**src/rtl/sram_ctl_pkg.sv**
```systemverilog
package sram_ctl_pkg;

  typedef enum logic [2:0] {
    ST_IDLE     = 3'd0,
    ST_RD_WAIT  = 3'd1,
    ST_RD_TURN  = 3'd2,
    ST_WR_SETUP = 3'd3,
    ST_WR_PULSE = 3'd4,
    ST_WR_HOLD  = 3'd5
  } ctl_state_e;

  // whole clock cycles needed to cover t_ps, never fewer than one
  function automatic int unsigned cycles_ceil(input int unsigned t_ps, input int unsigned clk_ps);
    int unsigned n;
    n = (t_ps + clk_ps - 1) / clk_ps;
    if (n < 1) n = 1;
    return n;
  endfunction

  function automatic int unsigned max2(input int unsigned a, input int unsigned b);
    return (a > b) ? a : b;
  endfunction

  function automatic int unsigned max3(input int unsigned a, input int unsigned b,
                                       input int unsigned c);
    return max2(max2(a, b), c);
  endfunction

  // a - b clamped at zero
  function automatic int unsigned sat_sub(input int unsigned a, input int unsigned b);
    return (a > b) ? (a - b) : 0;
  endfunction

endpackage

```
**src/rtl/sram_ctl_phase_cnt.sv**
```systemverilog
module sram_ctl_phase_cnt #(
  parameter int CNT_W = 4
) (
  input  logic             clk,
  input  logic             rst_n,
  input  logic             load,
  input  logic [CNT_W-1:0] load_val,
  output logic             done
);
  logic [CNT_W-1:0] cnt_q;

  always_ff @(posedge clk or negedge rst_n) begin
    if (!rst_n)             cnt_q <= '0;
    else if (load)          cnt_q <= load_val;
    else if (cnt_q != '0)   cnt_q <= cnt_q - 1'b1;
  end

  assign done = (cnt_q == '0);
endmodule

```
**src/rtl/sram_ctl_fsm.sv**
```systemverilog
module sram_ctl_fsm
  import sram_ctl_pkg::*;
#(
  parameter int RD_CYC = 2,
  parameter int SU_CYC = 1,
  parameter int WP_CYC = 1,
  parameter int WH_CYC = 1,
  parameter int TA_CYC = 1,
  parameter int CNT_W  = 4
) (
  input  logic             clk,
  input  logic             rst_n,
  input  logic             req_valid,
  input  logic             req_write,
  input  logic             ph_done,
  output logic             ph_load,
  output logic [CNT_W-1:0] ph_val,
  output logic             req_ready,
  output logic             accept,
  output logic             rd_done,
  output logic             wr_end,
  output logic             sel_n,
  output logic             wstb_n,
  output logic             rden_n,
  output logic             dq_drive
);
  localparam logic [CNT_W-1:0] RD_LD = CNT_W'(RD_CYC - 1);
  localparam logic [CNT_W-1:0] SU_LD = CNT_W'(SU_CYC - 1);
  localparam logic [CNT_W-1:0] WP_LD = CNT_W'(WP_CYC - 1);
  localparam logic [CNT_W-1:0] WH_LD = CNT_W'(WH_CYC - 1);
  localparam logic [CNT_W-1:0] TA_LD = CNT_W'(TA_CYC - 1);

  ctl_state_e state_q, state_d;

  always_ff @(posedge clk or negedge rst_n) begin
    if (!rst_n) state_q <= ST_IDLE;
    else        state_q <= state_d;
  end

  always_comb begin
    state_d = state_q;
    ph_load = 1'b0;
    ph_val  = '0;
    unique case (state_q)
      ST_IDLE: begin
        if (req_valid) begin
          ph_load = 1'b1;
          if (req_write) begin
            state_d = ST_WR_SETUP;
            ph_val  = SU_LD;
          end else begin
            state_d = ST_RD_WAIT;
            ph_val  = RD_LD;
          end
        end
      end
      ST_RD_WAIT: if (ph_done) begin
        state_d = ST_RD_TURN; ph_load = 1'b1; ph_val = TA_LD;
      end
      ST_RD_TURN: if (ph_done) state_d = ST_IDLE;
      ST_WR_SETUP: if (ph_done) begin
        state_d = ST_WR_PULSE; ph_load = 1'b1; ph_val = WP_LD;
      end
      ST_WR_PULSE: if (ph_done) begin
        state_d = ST_WR_HOLD; ph_load = 1'b1; ph_val = WH_LD;
      end
      ST_WR_HOLD: if (ph_done) state_d = ST_IDLE;
      default: state_d = ST_IDLE;
    endcase
  end

  assign req_ready = (state_q == ST_IDLE);
  assign accept    = req_ready && req_valid;
  assign rd_done   = (state_q == ST_RD_WAIT) && ph_done;
  assign wr_end    = (state_q == ST_WR_PULSE) && ph_done;

  // memory controls decoded from the state register only
  always_comb begin
    sel_n    = 1'b1;
    wstb_n   = 1'b1;
    rden_n   = 1'b1;
    dq_drive = 1'b0;
    unique case (state_q)
      ST_RD_WAIT:  begin sel_n = 1'b0; rden_n = 1'b0; end
      ST_WR_SETUP: begin sel_n = 1'b0; dq_drive = 1'b1; end
      ST_WR_PULSE: begin sel_n = 1'b0; wstb_n = 1'b0; dq_drive = 1'b1; end
      ST_WR_HOLD:  begin sel_n = 1'b0; dq_drive = 1'b1; end
      default: ;
    endcase
  end
endmodule

```
**src/rtl/sram_ctl_datapath.sv**
```systemverilog
module sram_ctl_datapath #(
  parameter int ADDR_W = 19,
  parameter int DATA_W = 8
) (
  input  logic              clk,
  input  logic              rst_n,
  input  logic              accept,
  input  logic [ADDR_W-1:0] req_addr,
  input  logic [DATA_W-1:0] req_wdata,
  input  logic              rd_done,
  input  logic [DATA_W-1:0] dq_in,
  output logic [ADDR_W-1:0] addr_q,
  output logic [DATA_W-1:0] wdata_q,
  output logic              rsp_valid,
  output logic [DATA_W-1:0] rsp_rdata
);
  always_ff @(posedge clk or negedge rst_n) begin
    if (!rst_n) begin
      addr_q  <= '0;
      wdata_q <= '0;
    end else if (accept) begin
      addr_q  <= req_addr;
      wdata_q <= req_wdata;
    end
  end

  always_ff @(posedge clk or negedge rst_n) begin
    if (!rst_n) begin
      rsp_valid <= 1'b0;
      rsp_rdata <= '0;
    end else begin
      rsp_valid <= rd_done;
      if (rd_done) rsp_rdata <= dq_in;
    end
  end
endmodule

```
**src/rtl/sram_ctl.sv**
```systemverilog
module sram_ctl
  import sram_ctl_pkg::*;
#(
  parameter int ADDR_W        = 19,
  parameter int DATA_W        = 8,
  parameter int CLK_PS        = 10000,
  parameter int T_RD_CYC_PS   = 12000,
  parameter int T_ADDR_ACC_PS = 12000,
  parameter int T_RDEN_ACC_PS = 6000,
  parameter int T_WR_CYC_PS   = 12000,
  parameter int T_STB_PS      = 8000,
  parameter int T_DSU_PS      = 7000,
  parameter int T_SEL_END_PS  = 10000,
  parameter int T_ADR_END_PS  = 10000,
  parameter int T_OFF_PS      = 7000
) (
  input  logic              clk,
  input  logic              rst_n,
  input  logic              req_valid,
  output logic              req_ready,
  input  logic              req_write,
  input  logic [ADDR_W-1:0] req_addr,
  input  logic [DATA_W-1:0] req_wdata,
  output logic              rsp_valid,
  output logic [DATA_W-1:0] rsp_rdata,
  output logic [ADDR_W-1:0] mem_addr,
  output logic              mem_sel_n,
  output logic              mem_wstb_n,
  output logic              mem_rden_n,
  output logic [DATA_W-1:0] mem_dq_out,
  output logic              mem_dq_drive,
  input  logic [DATA_W-1:0] mem_dq_in
);
  localparam int SU_CYC = 1;
  localparam int RD_CYC = max3(cycles_ceil(T_RD_CYC_PS, CLK_PS),
                               cycles_ceil(T_ADDR_ACC_PS, CLK_PS),
                               cycles_ceil(T_RDEN_ACC_PS, CLK_PS));
  localparam int WP_CYC = max3(cycles_ceil(T_STB_PS, CLK_PS),
                               cycles_ceil(T_DSU_PS, CLK_PS),
                               sat_sub(max2(cycles_ceil(T_SEL_END_PS, CLK_PS),
                                            cycles_ceil(T_ADR_END_PS, CLK_PS)), SU_CYC));
  localparam int WH_CYC = max2(1, sat_sub(cycles_ceil(T_WR_CYC_PS, CLK_PS), SU_CYC + WP_CYC));
  localparam int TA_CYC = cycles_ceil(T_OFF_PS, CLK_PS);
  localparam int MAX_CYC = max3(max2(RD_CYC, SU_CYC), max2(WP_CYC, WH_CYC), TA_CYC);
  localparam int CNT_W  = $clog2(MAX_CYC) + 1;

  // named internal events
  logic             accept;
  logic             rd_done;
  logic             wr_end;
  logic             ph_done;
  logic             ph_load;
  logic [CNT_W-1:0] ph_val;

  sram_ctl_phase_cnt #(.CNT_W(CNT_W)) u_cnt (
    .clk     (clk),
    .rst_n   (rst_n),
    .load    (ph_load),
    .load_val(ph_val),
    .done    (ph_done)
  );

  sram_ctl_fsm #(
    .RD_CYC(RD_CYC), .SU_CYC(SU_CYC), .WP_CYC(WP_CYC),
    .WH_CYC(WH_CYC), .TA_CYC(TA_CYC), .CNT_W(CNT_W)
  ) u_fsm (
    .clk      (clk),
    .rst_n    (rst_n),
    .req_valid(req_valid),
    .req_write(req_write),
    .ph_done  (ph_done),
    .ph_load  (ph_load),
    .ph_val   (ph_val),
    .req_ready(req_ready),
    .accept   (accept),
    .rd_done  (rd_done),
    .wr_end   (wr_end),
    .sel_n    (mem_sel_n),
    .wstb_n   (mem_wstb_n),
    .rden_n   (mem_rden_n),
    .dq_drive (mem_dq_drive)
  );

  sram_ctl_datapath #(.ADDR_W(ADDR_W), .DATA_W(DATA_W)) u_dp (
    .clk      (clk),
    .rst_n    (rst_n),
    .accept   (accept),
    .req_addr (req_addr),
    .req_wdata(req_wdata),
    .rd_done  (rd_done),
    .dq_in    (mem_dq_in),
    .addr_q   (mem_addr),
    .wdata_q  (mem_dq_out),
    .rsp_valid(rsp_valid),
    .rsp_rdata(rsp_rdata)
  );
endmodule

```
**config.mk**
```make
export PLATFORM = sky130hd
export DESIGN_NAME = sram_ctl
export DESIGN_NICKNAME = d
export VERILOG_FILES = /design/src/rtl/sram_ctl_pkg.sv /design/src/rtl/sram_ctl_phase_cnt.sv /design/src/rtl/sram_ctl_fsm.sv /design/src/rtl/sram_ctl_datapath.sv /design/src/rtl/sram_ctl.sv
export SDC_FILE = /design/constraint.sdc
export NUM_CORES = 1
export LEC_CHECK = 0
export BUFFER_PORTS_ARGS = -buffer_cell sky130_fd_sc_hd__buf_2
export CAP_MARGIN = 20
export CORE_MARGIN = 3
export CORE_UTILIZATION = 50
export CTS_CLUSTER_SIZE = 20
export DETAILED_ROUTE_END_ITERATION = 8
export PLACE_DENSITY_LB_ADDON = 0.08
export RECOVER_POWER = 50
export SYNTH_ARGS = -nofsm -noshare
export SYNTH_HDL_FRONTEND = slang
export SYNTH_HIERARCHICAL = 1
export SYNTH_SLANG_ARGS = --single-unit
```
**constraint.sdc**
```tcl
create_clock -name clk -period 2.8 [get_ports clk]
set_input_delay 0.14 -clock clk [delete_from_list [all_inputs] [get_ports clk]]
set_output_delay 0.14 -clock clk [all_outputs]
set_load 0.05 [all_outputs]
```
Word level (Yosys, flattened, before mapping). Cells that the tools add are included.

Logic and storage cells: 47. Output and inout port bits: 41. Input port bits: 39. Bits in registers: 41.

Mux-type cells: 19. Reduce and logical (&&, ||, !) cells: 11. Equality and inequality tests: 10. $add $sub $neg: 1.

Operators by type and width (count): 3-bit two-way mux (5); 3-bit one-hot mux with 5 select lines (1); 2-bit two-way mux (5); 2-bit by 1-bit inequality test with 1-bit output, second input constant (4); 1-bit two-way mux (7); 3-bit by 2-bit equality test with 1-bit output, second input constant (2); 3-bit equality test, second input constant (2); 3-bit OR reduction (2); 5-bit AND reduction (1); 2-bit nonzero test (2); 4-bit OR reduction (1); 3-bit by 1-bit equality test with 1-bit output, second input constant (1); 3-bit logical NOT (1); 1-bit logical AND (2); 2-bit logical NOT (1); 2-bit inequality test, second input constant (1); 1-bit one-hot mux with 2 select lines (1); 2-bit OR reduction (1); 2-bit by 1-bit subtractor with 2-bit output, second input constant (1).

Longest topological paths before layout. Gate-level depths: netlist of run 1.

Word-level depth: 4. Depth in mapped cells: 6. Depth with buffers taken out: 6.

Cells and area by module. The synthesis of run 1 kept the hierarchy.

By module, submodules not included: sram_ctl_datapath (area an instance 1426.4 um^2, times used 1, cells an instance 75, seq. area each 900.9 um^2); sram_ctl_fsm (area an instance 277.8 um^2, times used 1, cells an instance 32, seq. area each 75.1 um^2); sram_ctl_phase_cnt (area an instance 113.9 um^2, times used 1, cells an instance 12, seq. area each 50.0 um^2).

Worst setup path after synthesis of run 1. Ideal clock, no wire load.

Path kind: register -> output. Start point: register u_fsm.state_q[2]. End point: output mem_dq_drive. Buffers on the path: 1. Cell stages (with the launch flop): 4. Slack: 0.810 ns. Data required time: 2.660 ns. Arrival time: 1.850 ns. Path through: dfrtp_1 clkbuf_1 nand2b_1 o21ai_0.

Word-level cells in the longest chain between the ends: 3. Elaborated cells on any way between the ends: 5. Classes of those cells: 3 x eq/ne; 1 x mux; 1 x reduce/logical.

Ends and longest elaborated chain: start, declared (line sram_ctl_fsm.sv:33) `ctl_state_e state_q, state_d;`; start signal, assigned (line sram_ctl_fsm.sv:37) `else state_q <= state_d;`; 3-bit by 2-bit equality test with 1-bit output, or another cell as far along (line sram_ctl_fsm.sv:83) `unique case (state_q)`; 3-bit OR reduction (no source line) *; 1-bit two-way mux * (line sram_ctl_fsm.sv:83); end, declared (line sram_ctl.sv:31) `output logic mem_dq_drive,`.

Every way passes the cells marked *; elsewhere a longest branch is shown, timed or not.

Worst setup path in the final report of run 1.
Start point: register u_fsm.state_q[2]. End point: register u_dp.wdata_q[4].

Word-level cells in the longest chain between the ends: 2.

Ends and longest elaborated chain: 3-bit logical NOT (line sram_ctl_fsm.sv:72) `assign req_ready = (state_q == ST_IDLE);`; 1-bit logical AND (line sram_ctl_fsm.sv:73) `assign accept = req_ready && req_valid;`; via accept (line sram_ctl.sv:48) `logic accept;`; end signal, assigned (line sram_ctl_datapath.sv:23) `wdata_q <= req_wdata;`; end, declared (line sram_ctl_datapath.sv:13) `output logic [DATA_W-1:0] wdata_q,`.

The timed path passes the listed nets, and every way through them passes these cells. A chain may end at the register's enable or synchronous reset.

==> results.py, run 1 <==
metrics = {
    "finish": {
        "num-fill-cells": 274,
        "drive_gt1_frac": 0.542,
        "areaGrowthSynthToFinish_pct": 25.9,
        "layout_commonest_cell": "buf_2",
        "nets": 241,
        "multi_input_area_um2": 697,
        "diodes": 0,
        "regArea_um2": 1030,
        "mostFrequentLayoutCells": "buf_2, dfrtp_1, clkbuf_1, mux2_4, mux2_2",
    },
    "place": {
        "gp_congestion": 0.700,
        "hpwlAfterDp_mm": 2.59,
        "numPortBuffers": 79,
    },
    "grt": {
        "grt_pass1_vias": 1233,
        "grt_max_degree": 42,
        "antenna_found_initial": 0,
        "overflow": 0,
        "track_usage": 0.168,
        "grt_pass1_wl_mm": 5.53,
    },
    "critical_path": {
        "cp.arrival_ns": 2.36,
        "crit_type": "reg2reg",
        "cp-startpoint": "u_fsm/state_q[2]",
        "max_stage_delay_ns": 0.63,
        "timing.rr.end": "u_dp/wdata_q[4]",
        "rr_worst_depth": 4,
        "worst-path-max-fanout": 27,
        "rr_startpoint": "u_fsm/state_q[2]",
        "cp-end-kind": "flip-flop",
        "worstPathCellList": "or4b_4, inv_1, buf_4, mux2_2",
        "crit_required_ns": 3.02,
        "slowest_stage": "or4b_4",
        "r2r_slack_ns": 0.66,
        "critPathLaunchType": "flip-flop",
    },
    "timing": {
        "slew_violations": 0,
        "rsz0062_at_grt": "no",
        "clock_skew_ns": 0.00502,
        "period_share": 0.764,
        "slew_headroom": 0.420,
        "finalSetupTns_ns": 0,
        "worst_slew_pin_slew_ns": 0.869,
        "fmax_mhz": 468,
        "setup_viol": 0,
        "min_period_ns": 2.14,
        "hold_viol": 0,
        "whs_ns": 0.0377,
    },
    "synthesis": {
        "syn-cell-area_um2": 1810,
        "synth_nets": 158,
        "syn_area_per_cell_um2": 15.4,
        "synthCells": 118,
        "yosysWarnings": 6,
    },
    "clock_tree": {
        "cts_tree": "built",
        "numCtsBuffers": 5,
        "cts.sinks": 41,
        "clockRootBuffer": "clkbuf_4",
        "clkTransAtPathRegs_ns": 0.11,
        "worst_skew_pair.late_latency_ns": 0.32,
        "cts_resized": 0,
        "cts.path.max_buffers": 2,
        "cts_max_level": 2,
    },
    "job": {
        "maxCapViolations": 0,
    },
    "die": {
        "core-area_um2": 3420,
        "fp.dieH_um": 66.2,
        "num_rows": 21,
        "dieArea_um2": 4390,
        "start_util": 0.531,
        "top_level_ports": 80,
        "die_x_um": 66.2,
    },
    "detailed_routing": {
        "drt-initial-drc-count": 47,
        "wirelength_mm": 3.49,
        "route.detailed.drc": 0,
        "wl_per_cell_um": 14.1,
        "vias": 1209,
        "firstDrtPassIters": 4,
        "via_per_inst": 4.89,
        "antenna_left": 0,
    },
    "min_path": {
        "hold_path.class": "in2reg",
        "hp-start": "mem_dq_in[4]",
        "hold_depth": 2,
        "whs_endpoint": "u_dp/rsp_rdata[4]",
    },
    "run_status": {
        "outcome": "finished clean",
    },
}
layout make-up:
type,count,area share
inverters,4,0.00658
repair buffers,84,0.182
clock inverters,2,0.0153
multi-input cells,65,0.305
clock buffers,5,0.0164
flip-flops and latches,41,0.449
well taps,46,0.0252
worst max-delay path, delay by kind of cell, from the launching register on:
family,cells,cell delay (ns)
buffers and inverters,2,0.46
flip-flops,1,0.53
multiplexers,1,0.39
AND/OR/NAND/NOR,1,0.63
metrics by stage:
stage / instance area, µm² / instances / util / setup WS [ns]
floorplan: 1810 / 118 / - / 0.810
global placement: 2210 / 237 / 0.646 / 0.738
detailed placement: 2210 / 237 / 0.646 / 0.680
CTS: 2290 / 245 / 0.670 / 0.678
global route: 2280 / 247 / 0.668 / 0.582
finish: 2280 / 247 / 0.668 / 0.662
what timing repair did:
action	4_1_cts	5_1_grt
hold buffers	1	2
endpoints found under the hold margin	41	2
setup buffers	0	0
state kept, by name, summed over array words and instances (netlist names):
name and flops:
u_dp/addr_q 19, u_dp/rsp_rdata 8, u_dp/wdata_q 8, u_fsm/state_q 3, u_cnt/cnt_q 2, u_dp/rsp_valid 1
routing by layer:
metal,track usage,routed length (µm),up-vias
met4,0.0533,16,0
met2,0.287,1760,44
met3,0.0680,283,2
met5,0,0,-
met1,0.189,1430,589
li1,-,-,574
worst max path at each step:
stage / end / slack (ns) / cells past startpoint
after detailed placement: u_dp/wdata_q[4] / 0.68 / 4
after CTS: u_dp/wdata_q[4] / 0.68 / 4
final: u_dp/wdata_q[4] / 0.66 / 4
after global routing: u_dp/wdata_q[0] / 0.58 / 4
after global placement: u_dp/wdata_q[1] / 0.74 / 4
after floorplan: mem_dq_drive / 0.81 / 3
Power of run 1 is left out: the tool's default activity adds up to more than one toggle a clock period on the data nets, which glitch-free logic cannot reach.
==> run 2: changes to the inputs <==
--- a/config.mk
+++ b/config.mk
@@ -8,7 +8,7 @@
 export BUFFER_PORTS_ARGS = -buffer_cell sky130_fd_sc_hd__buf_2
 export CAP_MARGIN = 20
 export CORE_MARGIN = 3
-export CORE_UTILIZATION = 50
+export CORE_UTILIZATION = 42
 export CTS_CLUSTER_SIZE = 20
 export DETAILED_ROUTE_END_ITERATION = 8
 export PLACE_DENSITY_LB_ADDON = 0.08
==> constraint.sdc (replaced) <==
create_clock -name clk -period 1.72 [get_ports clk]
set_input_delay 0.086 -clock clk [delete_from_list [all_inputs] [get_ports clk]]
set_output_delay 0.086 -clock clk [all_outputs]
set_load 0.05 [all_outputs]
==> run 2 against run 1 <==
Against the previous run:
- hold slack got worse by 0.0095 ns
- die area increased by 17%
- sequential share of layout area decreased by 0.75 points
- wire length increased by 5.8%
- flip-flop and latch count unchanged
- global-route usage decreased by 1.3 points
- design area increased by 1.7%
==> results.py, run 2 (synthesis gave the netlist of run 1 again) <==
metrics = {
    "die": {
        "start_util": 0.444,
        "core-area_um2": 4090,
        "fp.dieH_um": 71.7,
        "num_rows": 23,
        "die_x_um": 71.7,
        "dieArea_um2": 5140,
        "top_level_ports": 80,
    },
    "place": {
        "numPortBuffers": 79,
        "hpwlAfterDp_mm": 2.73,
        "post-place-cells": 248,
        "gp_congestion": 0.768,
    },
    "clock_tree": {
        "cts_max_level": 2,
        "worst_skew_pair.late_latency_ns": 0.28,
        "clkTransAtPathRegs_ns": 0.07,
        "post_cts.repair.setup_buffers": 0,
        "cts.path.max_buffers": 2,
        "cts_tree": "built",
        "numCtsBuffers": 5,
        "cts.sinks": 41,
        "clockRootBuffer": "clkbuf_8",
    },
    "timing": {
        "rsz0062_at_grt": "no",
        "fmax_mhz": 602,
        "setup_viol": 0,
        "finalSetupTns_ns": 0,
        "slew_headroom": 0.318,
        "whs_ns": 0.0282,
        "period_share": 0.966,
        "clock_skew_ns": 0.00246,
        "min_period_ns": 1.66,
        "slew_violations": 0,
        "worst_slew_pin_slew_ns": 1.02,
        "hold_viol": 0,
    },
    "grt": {
        "grt_pass1_vias": 1250,
        "track_usage": 0.155,
        "grt_pass1_wl_mm": 6.12,
        "overflow": 0,
        "grt_max_degree": 42,
        "antenna_found_initial": 0,
    },
    "finish": {
        "mostFrequentLayoutCells": "buf_2, dfrtp_1, clkbuf_1, mux2_4, mux2_2",
        "num-fill-cells": 375,
        "layout_commonest_cell": "buf_2",
        "reg.largest.list": "u_dp/addr_q x19, u_dp/rsp_rdata x8, u_dp/wdata_q x8",
        "drive_gt1_frac": 0.493,
        "areaGrowthSynthToFinish_pct": 28.0,
        "largest_reg_flops": 19,
        "largest-register": "u_dp/addr_q",
        "nets": 246,
        "fin_cells": 255,
        "diodes": 0,
    },
    "detailed_routing": {
        "drt-initial-drc-count": 61,
        "wirelength_mm": 3.70,
        "antenna_left": 0,
        "via_per_inst": 4.82,
        "wl_per_cell_um": 14.5,
        "firstDrtPassIters": 2,
        "vias": 1228,
        "route.detailed.drc": 0,
    },
    "critical_path": {
        "cp-end-kind": "flip-flop",
        "crit_type": "reg2reg",
        "worst-path-max-fanout": 15,
        "crit_required_ns": 1.89,
        "cp.arrival_ns": 1.84,
        "critPathLaunchType": "flip-flop",
    },
    "run_status": {
        "outcome": "finished clean",
    },
    "job": {
        "maxCapViolations": 0,
    },
    "min_path": {
        "hold_path.class": "in2reg",
    },
}
[run 2: per-stage QoR]
| stage | cell area (µm²) | worst slack, ns | util |
|---|---|---|---|
| CTS | 2360 | 0.0476 | 0.579 |
| floorplan | 1820 | -0.0308 | - |
| detailed placement | 2280 | 0.0482 | 0.558 |
| global route | 2320 | 0.00646 | 0.568 |
| finish | 2320 | 0.0581 | 0.568 |
| global placement | 2280 | 0.0834 | 0.558 |
[run 2: layout make-up]
type | instances | area (µm²) | area share
clock buffers | 5 | 68.8 | 0.0296
clock inverters | 1 | 5.00 | 0.00216
inverters | 4 | 17.5 | 0.00754
multi-input cells | 65 | 702 | 0.302
flip-flops and latches | 41 | 1030 | 0.442
well taps | 50 | 62.6 | 0.0269
repair buffers | 89 | 440 | 0.190
[run 2: critical path: stages, from the launching register on]
cell,delay [ns]
dfrtp_1,0.38
or4b_4,0.56
inv_4,0.10
buf_12,0.16
mux2_2,0.34
[run 2: final timing paths]
path / from / depth (start not counted) / slack, ns / to
min in group asynchronous: rst_n / 2 / 0.51 / u_dp/addr_q[9]
worst max register to register: u_fsm/state_q[0] / 4 / 0.06 / u_dp/wdata_q[3]
worst min-delay path: req_addr[17] / 2 / 0.03 / u_dp/addr_q[17]
worst max-delay path: u_fsm/state_q[0] / 4 / 0.06 / u_dp/wdata_q[3]
max in group asynchronous: rst_n / 2 / 0.57 / u_dp/rsp_rdata[0]
worst min register to register: u_dp/rsp_rdata[0] / 1 / 0.51 / u_dp/rsp_rdata[0]
[run 2: layer usage]
metal | share of wire | vias to the layer above | GRT usage
met5 | 0 | - | 0
met4 | 0.015 | 0 | 0.0564
met3 | 0.081 | 5 | 0.0491
met2 | 0.48 | 50 | 0.241
met1 | 0.42 | 594 | 0.205
li1 | - | 579 | -
[run 2: timing repair]
action,in CTS,in global routing
gates resized for setup,0,1
endpoints found under the hold margin,41,0
setup endpoints to repair,0,12
hold buffers,1,0
Power of run 2 is left out for the same reason.
==> run 3: changes to the inputs <==
--- a/config.mk
+++ b/config.mk
@@ -8,11 +8,13 @@
 export BUFFER_PORTS_ARGS = -buffer_cell sky130_fd_sc_hd__buf_2
 export CAP_MARGIN = 20
 export CORE_MARGIN = 3
-export CORE_UTILIZATION = 42
+export CORE_UTILIZATION = 52
+export CTS_BUF_LIST = sky130_fd_sc_hd__clkbuf_2 sky130_fd_sc_hd__clkbuf_4 sky130_fd_sc_hd__clkbuf_8
 export CTS_CLUSTER_SIZE = 20
 export DETAILED_ROUTE_END_ITERATION = 8
 export PLACE_DENSITY_LB_ADDON = 0.08
 export RECOVER_POWER = 50
+export SLEW_MARGIN = 20
 export SYNTH_ARGS = -nofsm -noshare
 export SYNTH_HDL_FRONTEND = slang
 export SYNTH_HIERARCHICAL = 1
==> constraint.sdc (replaced) <==
create_clock -name clk -period 2 [get_ports clk]
set_input_delay 0.1 -clock clk [delete_from_list [all_inputs] [get_ports clk]]
set_output_delay 0.1 -clock clk [all_outputs]
set_load 0.05 [all_outputs]
==> run 3 against run 2 <==
Against the previous run:
- design area rose by 14%
- first-iteration DRC count is 43% lower
- register-to-register slack improved by 0.13 ns
- sequential share of layout area fell by 5.3 points
- clock skew rose by 0.0033 ns
- setup slack improved by 0.13 ns
- largest cell class unchanged
- clock-buffer cell count grew 2
- fmax is 8.1% lower
- wire length up 27%
==> results.py, run 3 (synthesis gave the netlist of run 1 again) <==
metrics = {
    "run_status": {
        "outcome": "finished clean",
    },
    "timing": {
        "whs_ns": 0.0436,
        "worst_slew_pin_slew_ns": 0.979,
        "finalSetupTns_ns": 0,
        "setup_viol": 0,
        "min_period_ns": 1.81,
        "slew_headroom": 0.348,
        "hold_viol": 0,
        "fmax_mhz": 553,
        "rsz0062_at_grt": "no",
        "clock_skew_ns": 0.00575,
        "period_share": 0.904,
        "slew_violations": 0,
        "setup_ws_ns": 0.192,
    },
    "critical_path": {
        "worst-path-max-fanout": 27,
        "r2r_slack_ns": 0.19,
        "cp.arrival_ns": 2.05,
        "cp-end-kind": "flip-flop",
        "rr_worst_depth": 4,
        "crit_required_ns": 2.24,
        "timing.rr.end": "u_dp/wdata_q[2]",
        "cp-startpoint": "u_fsm/state_q[2]",
        "cp-endpoint": "u_dp/wdata_q[2]",
        "critPathLaunchType": "flip-flop",
        "rr_startpoint": "u_fsm/state_q[2]",
        "crit_type": "reg2reg",
    },
    "finish": {
        "layout_commonest_cell": "buf_2",
        "reg.largest.list": "u_dp/addr_q x19, u_dp/rsp_rdata x8, u_dp/wdata_q x8",
        "largest-register": "u_dp/addr_q",
        "nets": 277,
        "mostFrequentLayoutCells": "buf_2, dfrtp_1, dlygate4sd3_1, clkbuf_1, mux2_4",
        "post-route-util": 0.830,
        "largest_reg_flops": 19,
        "areaGrowthSynthToFinish_pct": 45.3,
        "diodes": 0,
        "drive_gt1_frac": 0.450,
    },
    "detailed_routing": {
        "drt-initial-drc-count": 35,
        "wl_per_cell_um": 16.6,
        "antenna_left": 0,
        "route.detailed.drc": 0,
        "vias": 1371,
        "via_per_inst": 4.86,
        "wirelength_mm": 4.68,
        "firstDrtPassIters": 3,
    },
    "clock_tree": {
        "cts_max_level": 2,
        "cts.path.max_buffers": 2,
        "clockRootBuffer": "clkbuf_4",
        "post_cts.repair.setup_buffers": 0,
        "cts_tree": "built",
        "worst_skew_pair.late_latency_ns": 0.35,
        "cts.sinks": 41,
        "numCtsBuffers": 5,
        "clkTransAtPathRegs_ns": 0.12,
    },
    "grt": {
        "antenna_found_initial": 0,
        "grt_pass1_wl_mm": 7.68,
        "track_usage": 0.247,
        "grt_pass1_vias": 1533,
        "grt_max_degree": 42,
        "overflow": 0,
    },
    "die": {
        "core-area_um2": 3180,
        "die_x_um": 65.1,
        "fp.dieH_um": 65.1,
        "dieArea_um2": 4230,
        "num_rows": 20,
        "top_level_ports": 80,
        "start_util": 0.571,
    },
    "min_path": {
        "hold_path.class": "in2reg",
    },
    "place": {
        "gp_congestion": 0.732,
        "hpwlAfterDp_mm": 2.60,
        "numPortBuffers": 79,
        "dp_slack_ns": 0.209,
    },
    "job": {
        "maxCapViolations": 0,
    },
}
[run 3: metal layers]
layer | up-vias | GRT usage | share of wire | wire (µm)
li1 | 642 | - | - | -
met3 | 17 | 0.0711 | 0.072 | 338
met4 | 0 | 0.117 | 0.033 | 155
met1 | 653 | 0.273 | 0.38 | 1800
met2 | 59 | 0.434 | 0.51 | 2390
met5 | - | 0 | 0 | 0
[run 3: per-stage QoR]
stage	cell area, µm²	std cells
2_1_floorplan	1810	118
3_3_place_gp	2240	238
3_5_place_dp	2240	238
4_1_cts	2670	282
5_1_grt	2640	282
6_report	2640	282
[run 3: worst min path at each step]
stage              start          endpoint  cells past startpoint
2_1_floorplan      rst_n    u_cnt/cnt_q[0]                      0
3_3_place_gp       rst_n    u_dp/addr_q[8]                      1
3_5_place_dp       rst_n   u_dp/addr_q[13]                      1
4_1_cts        req_valid  u_fsm/state_q[1]                      3
5_1_grt        req_valid  u_fsm/state_q[1]                      3
6_report       req_valid  u_fsm/state_q[1]                      3
[run 3: cell type report]
cell class	count	area [µm²]
multi-input cells	65	697
repair buffers	120	773
flip-flops and latches	41	1030
inverters	4	15.0
clock buffers	7	65.1
fillers	193	542
well taps	44	55.1
clock inverters	1	5.00
[run 3: repair_timing]
| action | in CTS | in global routing |
|---|---|---|
| gates resized for setup | 0 | 0 |
| endpoints found under the hold margin | 76 | 0 |
| hold buffers | 36 | 0 |
[run 3: worst max-delay path, cell delays in order (launching register included)]
cell and delay, ns:
dfrtp_1 0.40, or4b_4 0.57, inv_1 0.12, buf_12 0.22, mux2_2 0.36
Power of run 3 is left out for the same reason.
